==> config.mk <==
export PLATFORM = sky130hd
export DESIGN_NAME = spi_burst_master
export DESIGN_NICKNAME = d
export VERILOG_FILES = /design/src/rtl/spi_burst_master.sv
export SDC_FILE = /design/constraint.sdc
export NUM_CORES = 1
export LEC_CHECK = 0
export ABC_CLOCK_PERIOD_IN_PS = 5400
export BUFFER_PORTS_ARGS = -buffer_cell sky130_fd_sc_hd__buf_2
export CORE_ASPECT_RATIO = 1.1
export CORE_UTILIZATION = 35
export CTS_CLUSTER_DIAMETER = 80
export DETAILED_ROUTE_END_ITERATION = 10
export GPL_TIMING_DRIVEN = 0
export MAX_ROUTING_LAYER = met4
export SYNTH_ARGS = -nofsm -noshare
export SYNTH_HDL_FRONTEND = slang
export SYNTH_SLANG_ARGS = --single-unit
export TNS_END_PERCENT = 1
==> constraint.sdc <==
create_clock -name clk -period 5.4 [get_ports clk]
set_clock_uncertainty 0.15 [all_clocks]
set_input_delay 0 -clock clk [delete_from_list [all_inputs] [get_ports clk]]
set_output_delay 0 -clock clk [all_outputs]
set_load 0.02 [all_outputs]
==> src/rtl/spi_burst_master.sv <==
module spi_burst_master #(
  parameter int DEPTH = 64,
  parameter int CNT_W = 16
) (
  input  logic        clk,
  input  logic        rst,
  input  logic        bus_wr,
  input  logic        bus_rd,
  input  logic [2:0]  bus_addr,
  input  logic [31:0] bus_wdata,
  output logic [31:0] bus_rdata,
  output logic        sck,
  output logic        mosi,
  input  logic        miso,
  output logic        cs_n
);

  localparam int AW = $clog2(DEPTH);
  localparam int LW = AW + 1;
  localparam logic [LW-1:0] FULL = LW'(DEPTH);

  logic             en, mst, srst;
  logic [CNT_W-1:0] total, send, left, sent;
  logic             div_on;
  logic [7:0]       div_n;
  logic             busy, tail, sck_q, cs_q;
  logic [9:0]       hcnt;
  logic [2:0]       bitn;
  logic [7:0]       tx_sh, rx_sh;

  logic [7:0]    tx_mem [DEPTH];
  logic [7:0]    rx_mem [DEPTH];
  logic [AW-1:0] tx_wp, tx_rp, rx_wp, rx_rp;
  logic [LW-1:0] tx_lvl, rx_lvl;

  wire clr       = rst | srst;
  wire wr_ctrl   = bus_wr && bus_addr == 3'd0;
  wire wr_go     = bus_wr && bus_addr == 3'd1;
  wire cfg_ok    = bus_wr && !busy;

  wire [9:0] half     = div_on ? 10'(div_n) + 10'd1 : 10'd1;
  wire       hit      = hcnt == half - 10'd1;
  wire       tail_hit = hcnt == {half[8:0], 1'b0} - 10'd1;

  wire start_ok  = wr_go && bus_wdata[0] && !busy && en && mst && total != '0;
  wire byte_end  = busy && !tail && hit && sck_q && bitn == 3'd7;
  wire need_next = byte_end && left != CNT_W'(1);
  wire from_fifo = start_ok ? (send != '0) : (sent < send);
  wire take      = (start_ok || need_next) && from_fifo;
  wire tx_pop    = take && tx_lvl != '0;
  wire [7:0] next_byte = tx_pop ? tx_mem[tx_rp] : 8'h00;

  wire tx_push = bus_wr && bus_addr == 3'd6 && tx_lvl != FULL;
  wire rx_push = byte_end && rx_lvl != FULL;
  wire rx_pop  = bus_rd && bus_addr == 3'd7 && rx_lvl != '0;
  wire tx_clr  = wr_ctrl && bus_wdata[8];
  wire rx_clr  = wr_ctrl && bus_wdata[9];

  logic unused_bits;
  assign unused_bits = ^{bus_wdata[30:16]};

  assign sck  = sck_q;
  assign cs_n = cs_q;
  assign mosi = tx_sh[7];

  always_comb begin
    case (bus_addr)
      3'd0:    bus_rdata = {srst, 29'd0, mst, en};
      3'd1:    bus_rdata = {31'd0, busy};
      3'd2:    bus_rdata = 32'(total);
      3'd3:    bus_rdata = 32'(send);
      3'd4:    bus_rdata = {19'd0, div_on, 4'd0, div_n};
      3'd5:    bus_rdata = 32'(rx_lvl) | (32'(tx_lvl) << 8);
      3'd7:    bus_rdata = {24'd0, rx_mem[rx_rp]};
      default: bus_rdata = 32'd0;
    endcase
  end

  always_ff @(posedge clk) begin
    if (rst || srst) srst <= 1'b0;
    else             srst <= wr_ctrl && bus_wdata[31];
  end

  always_ff @(posedge clk) begin
    if (tx_push) tx_mem[tx_wp] <= bus_wdata[7:0];
    if (rx_push) rx_mem[rx_wp] <= rx_sh;
  end

  always_ff @(posedge clk) begin
    if (clr) begin
      en <= 1'b0; mst <= 1'b0;
      total <= '0; send <= '0; div_on <= 1'b0; div_n <= '0;
      busy <= 1'b0; tail <= 1'b0; sck_q <= 1'b0; cs_q <= 1'b1;
      hcnt <= '0; bitn <= '0; left <= '0; sent <= '0;
      tx_sh <= '0; rx_sh <= '0;
      tx_wp <= '0; tx_rp <= '0; tx_lvl <= '0;
      rx_wp <= '0; rx_rp <= '0; rx_lvl <= '0;
    end else begin
      if (wr_ctrl) begin
        en  <= bus_wdata[0];
        mst <= bus_wdata[1];
      end
      if (cfg_ok && bus_addr == 3'd2) total <= bus_wdata[CNT_W-1:0];
      if (cfg_ok && bus_addr == 3'd3) send  <= bus_wdata[CNT_W-1:0];
      if (cfg_ok && bus_addr == 3'd4) begin
        div_on <= bus_wdata[12];
        div_n  <= bus_wdata[7:0];
      end

      if (tx_clr) begin
        tx_wp <= '0; tx_rp <= '0; tx_lvl <= '0;
      end else begin
        if (tx_push) tx_wp <= tx_wp + AW'(1);
        if (tx_pop)  tx_rp <= tx_rp + AW'(1);
        tx_lvl <= tx_lvl + LW'(tx_push) - LW'(tx_pop);
      end

      if (rx_clr) begin
        rx_wp <= '0; rx_rp <= '0; rx_lvl <= '0;
      end else begin
        if (rx_push) rx_wp <= rx_wp + AW'(1);
        if (rx_pop)  rx_rp <= rx_rp + AW'(1);
        rx_lvl <= rx_lvl + LW'(rx_push) - LW'(rx_pop);
      end

      if (start_ok) begin
        busy  <= 1'b1; tail <= 1'b0; cs_q <= 1'b0; sck_q <= 1'b0;
        hcnt  <= '0;   bitn <= '0;   left <= total;
        sent  <= from_fifo ? CNT_W'(1) : '0;
        tx_sh <= next_byte;
      end else if (busy && !tail) begin
        if (hit) begin
          hcnt  <= '0;
          sck_q <= ~sck_q;
          if (!sck_q) begin
            rx_sh <= {rx_sh[6:0], miso};
          end else if (bitn == 3'd7) begin
            bitn <= '0;
            if (left == CNT_W'(1)) begin
              tail <= 1'b1;
            end else begin
              left  <= left - CNT_W'(1);
              tx_sh <= next_byte;
              if (from_fifo) sent <= sent + CNT_W'(1);
            end
          end else begin
            bitn  <= bitn + 3'd1;
            tx_sh <= {tx_sh[6:0], 1'b0};
          end
        end else begin
          hcnt <= hcnt + 10'd1;
        end
      end else if (busy) begin
        if (tail_hit) begin
          busy <= 1'b0; tail <= 1'b0; cs_q <= 1'b1; hcnt <= '0;
        end else begin
          hcnt <= hcnt + 10'd1;
        end
      end
    end
  end

  AST_IDLE_PINS: assert property (@(posedge clk) disable iff (rst)
    !busy |-> (cs_q && !sck_q));
  AST_MOSI_ON_FALL: assert property (@(posedge clk) disable iff (rst)
    (busy && $past(busy) && !$fell(sck_q)) |-> $stable(mosi));
  AST_START_GATED: assert property (@(posedge clk) disable iff (rst)
    $rose(busy) |-> $past(en && mst));
  AST_RX_BOUND: assert property (@(posedge clk) disable iff (rst)
    rx_lvl <= FULL);
  AST_TX_BOUND: assert property (@(posedge clk) disable iff (rst)
    tx_lvl <= FULL);
  AST_SRST_SELFCLR: assert property (@(posedge clk) disable iff (rst)
    srst |=> !srst);

endmodule

== Word level (Yosys, flattened, before mapping) ==
Memories as Yosys holds them, arrays and structs flattened. A register that Yosys moved wholly into a read port is not among the register bits.
Index checks and enable logic that the tools add are counted.
W data, S select, Z words.

* Bits in writable memories: 1,024
* Register bits after elaboration: 147
* Memories: 2

* Bitwise operators: 4
* Reductions and logical operators: 55
* Mux-type cells: 52
* $add $sub $neg: 15
* Eq/ne operators: 21
* Magnitude comparators: 1

{| class="wikitable"
|+ Memory list
! name !! words !! width !! read ports !! clocked after Yosys merged registers in !! wr ports !! RTL line !! RTL
|-
| rx_mem || 64 || 8 || 1 || 1 || 1 || 32 || <nowiki>logic [7:0] rx_mem [DEPTH];</nowiki>
|-
| tx_mem || 64 || 8 || 1 || 1 || 1 || 31 || <nowiki>logic [7:0] tx_mem [DEPTH];</nowiki>
|}

{| class="wikitable"
|+ Operators with widths
! cell !! count
|-
| $pmux W32 S7 || 1
|-
| $mux W16 || 13
|-
| $mux W8 || 7
|-
| $mux W10 || 4
|-
| $reduce_bool A16 Y1 || 2
|-
| $logic_and A1 B1 Y1 || 26
|-
| $add A6 B1 Y6 const B || 4
|-
| $mux W6 || 4
|-
| $mux W1 || 21
|-
| $eq A10 B10 Y1 || 2
|-
| $reduce_bool A2 Y1 || 9
|-
| $add A16 B1 Y16 const B || 1
|-
| $eq A16 B1 Y1 const B || 1
|-
| $lt A16 B16 Y1 || 1
|-
| $ne A16 B1 Y1 const B || 1
|-
| $sub A16 B1 Y16 const B || 1
|-
| $eq A3 B3 Y1 const B || 5
|-
| $or A7 B15 Y15 || 1
|-
| $add A7 B1 Y7 || 2
|-
| $ne A7 B7 Y1 const B || 2
|-
| $reduce_bool A7 Y1 || 2
|-
| $sub A7 B1 Y7 || 2
|-
| $reduce_and A6 Y1 || 2
|-
| $add A10 B1 Y10 const B || 1
|-
| other kinds (21) || 33
|}

== Longest topological paths before layout ==
* Depth in word-level cells: 18
* Depth in mapped cells: 24

== Least setup slack after synthesis ==
Ideal clock, no wire load.

* Kind: register to register
* Start point: register div_n[0]
* End point: register rx_lvl[6]
* Period minus slack after synthesis: 5.172 ns
* Setup slack: 0.228 ns
* Stages on the path, launching flop included: 22
* Arrival: 4.949 ns
* Buffers on the path: 2
* Library setup time: 0.073 ns
* Cells stage by stage: dfxtp_1 -> ha_1 -> xor2_1 -> or3_1 -> or3_1 -> buf_2 -> o41a_1 -> a2111oi_2 -> nand4b_1 -> buf_2 -> nor3b_2 -> inv_1 -> ha_1 -> inv_1 -> ha_1 -> fa_1 -> a21oi_1 -> o21bai_1 -> a21oi_1 -> nor2_1 -> or3_1 -> a21oi_1

* Cells in the longest elaborated chain, start to end: 10

{| class="wikitable"
|+ Ends and longest elaborated chain
! item !! RTL line !! RTL
|-
| from (decl) || 25 || <nowiki>logic [7:0] div_n;</nowiki>
|-
| from (signal assigned) || 107 || <nowiki>div_n <= bus_wdata[7:0];</nowiki>
|-
| $add A8 B1 Y9 || 41 || <nowiki>wire [9:0] half = div_on ? 10'(div_n) + 10'd1 : 10'd1;</nowiki>
|-
| $mux W9 || 41 ||
|-
| $sub A9 B1 Y10 || 42 || <nowiki>wire hit = hcnt == half - 10'd1;</nowiki>
|-
| $eq A10 B10 Y1 || 42 ||
|-
| $logic_and A1 B1 Y1 (3 in a row) || 46 || <nowiki>wire byte_end = busy && !tail && hit && sck_q && bitn == 3'd7;</nowiki>
|-
| $logic_and A1 B1 Y1 || 54 || <nowiki>wire rx_push = byte_end && rx_lvl != FULL;</nowiki>
|-
| $add A7 B1 Y7 || 123 || <nowiki>rx_lvl <= rx_lvl + LW'(rx_push) - LW'(rx_pop);</nowiki>
|-
| $sub A7 B1 Y7 || 123 ||
|-
| to (signal assigned) || 123 ||
|-
| to (decl) || 34 || <nowiki>logic [LW-1:0] tx_lvl, rx_lvl;</nowiki>
|}

Every way passes these cells.
A chain may end at the register's enable or synchronous reset.

== Worst setup path in the final report ==
* Start point: register div_n[1]
* End point: memory rx_mem[44][3] (enable)

* Cells in the longest elaborated chain, start to end: 10

{| class="wikitable"
|+ Ends and longest elaborated chain
! item !! RTL line !! RTL
|-
| $add A8 B1 Y9 || 41 ||
|-
| $mux W9 || 41 ||
|-
| $sub A9 B1 Y10 || 42 ||
|-
| $eq A10 B10 Y1 || 42 ||
|-
| $logic_and A1 B1 Y1 (3 in a row) || 46 ||
|-
| $logic_and A1 B1 Y1 || 54 ||
|-
| $mux W1 || 86 || <nowiki>if (rx_push) rx_mem[rx_wp] <= rx_sh;</nowiki>
|-
| $mux W1 (implied by the code) || 86 ||
|-
| to (decl) || 32 ||
|}

Every way passes these cells.

==> impl_metrics.ini <==
[synthesis]
ys_seq_elements = 1183
ys_seq_area_frac = 0.705
syn_area_per_cell_um2 = 17.8
yosysTopAreaCellShare = 0.639
synth_area_um2 = 48100
synth_top_cells_by_count = 1024 x edfxtp_1, 330 x mux4_2, 232 x nor2_1
synth.area.top_cells = edfxtp_1 64%, mux4_2 15%, dfxtp_1 6.6%, nor2_1 1.8%, nand2_1 1.3%
synth_flop_cell = edfxtp_1
synth.yosys.warnings = 0
synth_cell_types = 76
syn_inst = 2698
async_flop_share = 0
synth_edf_count = 1024
synth_most_common_cell = edfxtp_1
yosys.area.top_type = edfxtp_1

[placed_design]
placed_cell_area_um2 = 50800
dp_cells = 4564
io_buffers = 43
place_congestion = 0.924
hpwl_mm = 80.8

[route]
final_antenna_net_count = 0
vias = 25678
drc = 2
first_iter_violations = 2504
first_pass_iters = 9
routedWlPerCell_um = 25.0
wirelength_mm = 121
viasPerCell = 5.31

[setup_path]
path_max_fanout = 10
critPathKind = flip-flop to flip-flop
reg2reg_setup_slack_ns = 0.09
endpoint_kind = flip-flop
worstPathArrival_ns = 5.52
cp-start-kind = flip-flop
worstPathRequired_ns = 5.62

[pwr]
p_leak_uw = 0.0157
powerDensity_nw_per_um2 = 336
peakVddDrop_v = 0.000344

[cts]
cts_tree = built
root_buffer = clkbuf_16
numCtsBuffers = 113
clk_latency_ns = 0.73
clockBufferDepth = 3
ctsHtreeMaxLevel = 3
clk_pin_slew_worst_paths_ns = 0.06
cts_sinks = 1183

[global_route]
grt_usage = 0.179
grt_pass1_wl_mm = 177
grt_max_degree = 72
antenna_found_initial = 2
grt_pass1_vias = 25515
grt_overflow_total = 0

[timing]
fin_tns_setup_ns = 0
worst_slew_pin_slew_ns = 1.39
rsz0062_at_grt = yes
slew_viol_final = 0
timing.final.crit_share = 0.983
clock.fmax_ghz = 0.188
min_period_ns = 5.31
hold_viol_final = 0
finalSetupViolations = 0
max_slew_margin = 0.0738

[cells_and_area]
final_area_um2 = 55400
final_util = 0.407
nNetsFinal = 3026
area_delta_synth_final_pct = 15.2
drive_above_1_share = 0.218
stdcell_count = 4837

[floorplan]
die_y_um = 391
io_pins = 75
die-area_um2 = 139000
die_w_um = 355
rows = 142
core_um2 = 136000
start_util = 0.353

[worst_hold_path]
hold_path.class = primary input to flip-flop

[flow_run]
max_cap_violations = 0

[run_status]
violations = design-rule violations
status = complete, but fails checks
where the power goes:
part / leakage [µW] / switching (µW) / internal (µW)
Combinational: 0.00434 / 379 / 220
Clock: 0.00185 / 3490 / 4640
Sequential: 0.00954 / 40.1 / 9880
area by class of cell:
type                            count  area [µm²]
Clock inverter                     75         840
Multi-Input combinational cell   1323       13500
Clock buffer                      137        3000
Timing Repair Buffer              112         991
Tap cell                         1800        2250
Buffer                            161         703
Fill cell                       12071       80800
Inverter                           45         169
Antenna cell                        1        2.50
Sequential cell                  1183       34000
critical path: stages (launching register included):
cell and delay [ns]:
dfxtp_4 0.38, ha_4 0.19, xor2_2 0.18, or3_4 0.39
or3_1 0.33, buf_6 0.15, o41a_1 0.41, a2111oi_2 0.33
nand4b_1 0.15, buf_6 0.15, buf_6 0.16, nor3b_4 0.23
buf_4 0.17, and2b_1 0.21, nand2_1 0.47, nor2_1 0.90
path summary, 6_finish.rpt:
path            startpoint       endpoint  cells after the start
min reg2reg        bitn[1]        bitn[1]                      2
min          bus_wdata[11]       send[11]                      4
max               div_n[1]  rx_mem[44][3]                     15
max reg2reg       div_n[1]  rx_mem[44][3]                     15
cells in the final DEF (no fill, tap or decap), drive strengths merged, types with 14 or more instances in the layout:
cell	instances
a21oi	90
and3	16
buf	123
bufinv	14
clkbuf	238
clkinv	54
conb	15
dfxtp	159
dlygate4sd3	47
edfxtp	1024
ha	45
inv	46
mux2i	29
mux4	330
nand2	169
nand3	37
nand4	16
nor2	232
nor4	14
o21ai	51
or3	17
xnor2	31
xor2	49
flip-flops by register name (all words and copies together), names as in the netlist, 3 cells and up, named ones only:
name    count
bitn        3
div_n       8
hcnt       10
left       16
rx_lvl      7
rx_mem    512
rx_rp       6
rx_sh       8
rx_wp       6
send       16
sent       16
total      16
tx_lvl      7
tx_mem    512
tx_rp       6
tx_sh       8
tx_wp       6
what timing repair did:
item                                   in CTS  in global routing
hold buffers                               45                  2
gates cloned                                0                  0
endpoints found under the hold margin     350                134
resized for setup                          24                 44
setup endpoints to repair                 530                524
pin swaps                                   3                  8
buffers inserted                            4                  8
kinds of logic (layout without fill, tap and decap cells):
group | after synthesis | after routing | synth area share
DFF | 1183 | 1183 | 0.705
adders and majority gates | 47 | 47 | 0.0125
AOI/OAI and AO/OA | 219 | 219 | 0.0282
and+or+nand+nor | 588 | 588 | 0.0569
other | 1 | 16 | 0.0000780
muxes | 370 | 370 | 0.163
xor gates and xnor gates | 84 | 84 | 0.0165
buffers and inverters | 206 | 530 | 0.0174
layer usage:
layer	wire (µm)	global-route usage	vias up
li1	-	-	11171
met1	50500	0.235	13393
met2	59800	0.293	908
met3	7240	0.0232	206
met4	3270	0.0520	0
met5	0	-	-
through the flow:
| step | worst slack (ns) | total power [µW] | hold slack (ns) |
|---|---|---|---|
| finish | 0.0942 | 18700 | 0.0442 |
| detailed placement | -0.932 | 10700 | 0.0848 |
| global route | -0.121 | 19100 | 0.0449 |
| floorplan | 0.228 | 10500 | -0.0511 |
| CTS | -0.114 | 18800 | 0.00693 |
| global placement | -0.965 | 10700 | 0.0837 |
No activity file was read; power rests on OpenSTA's default activity.
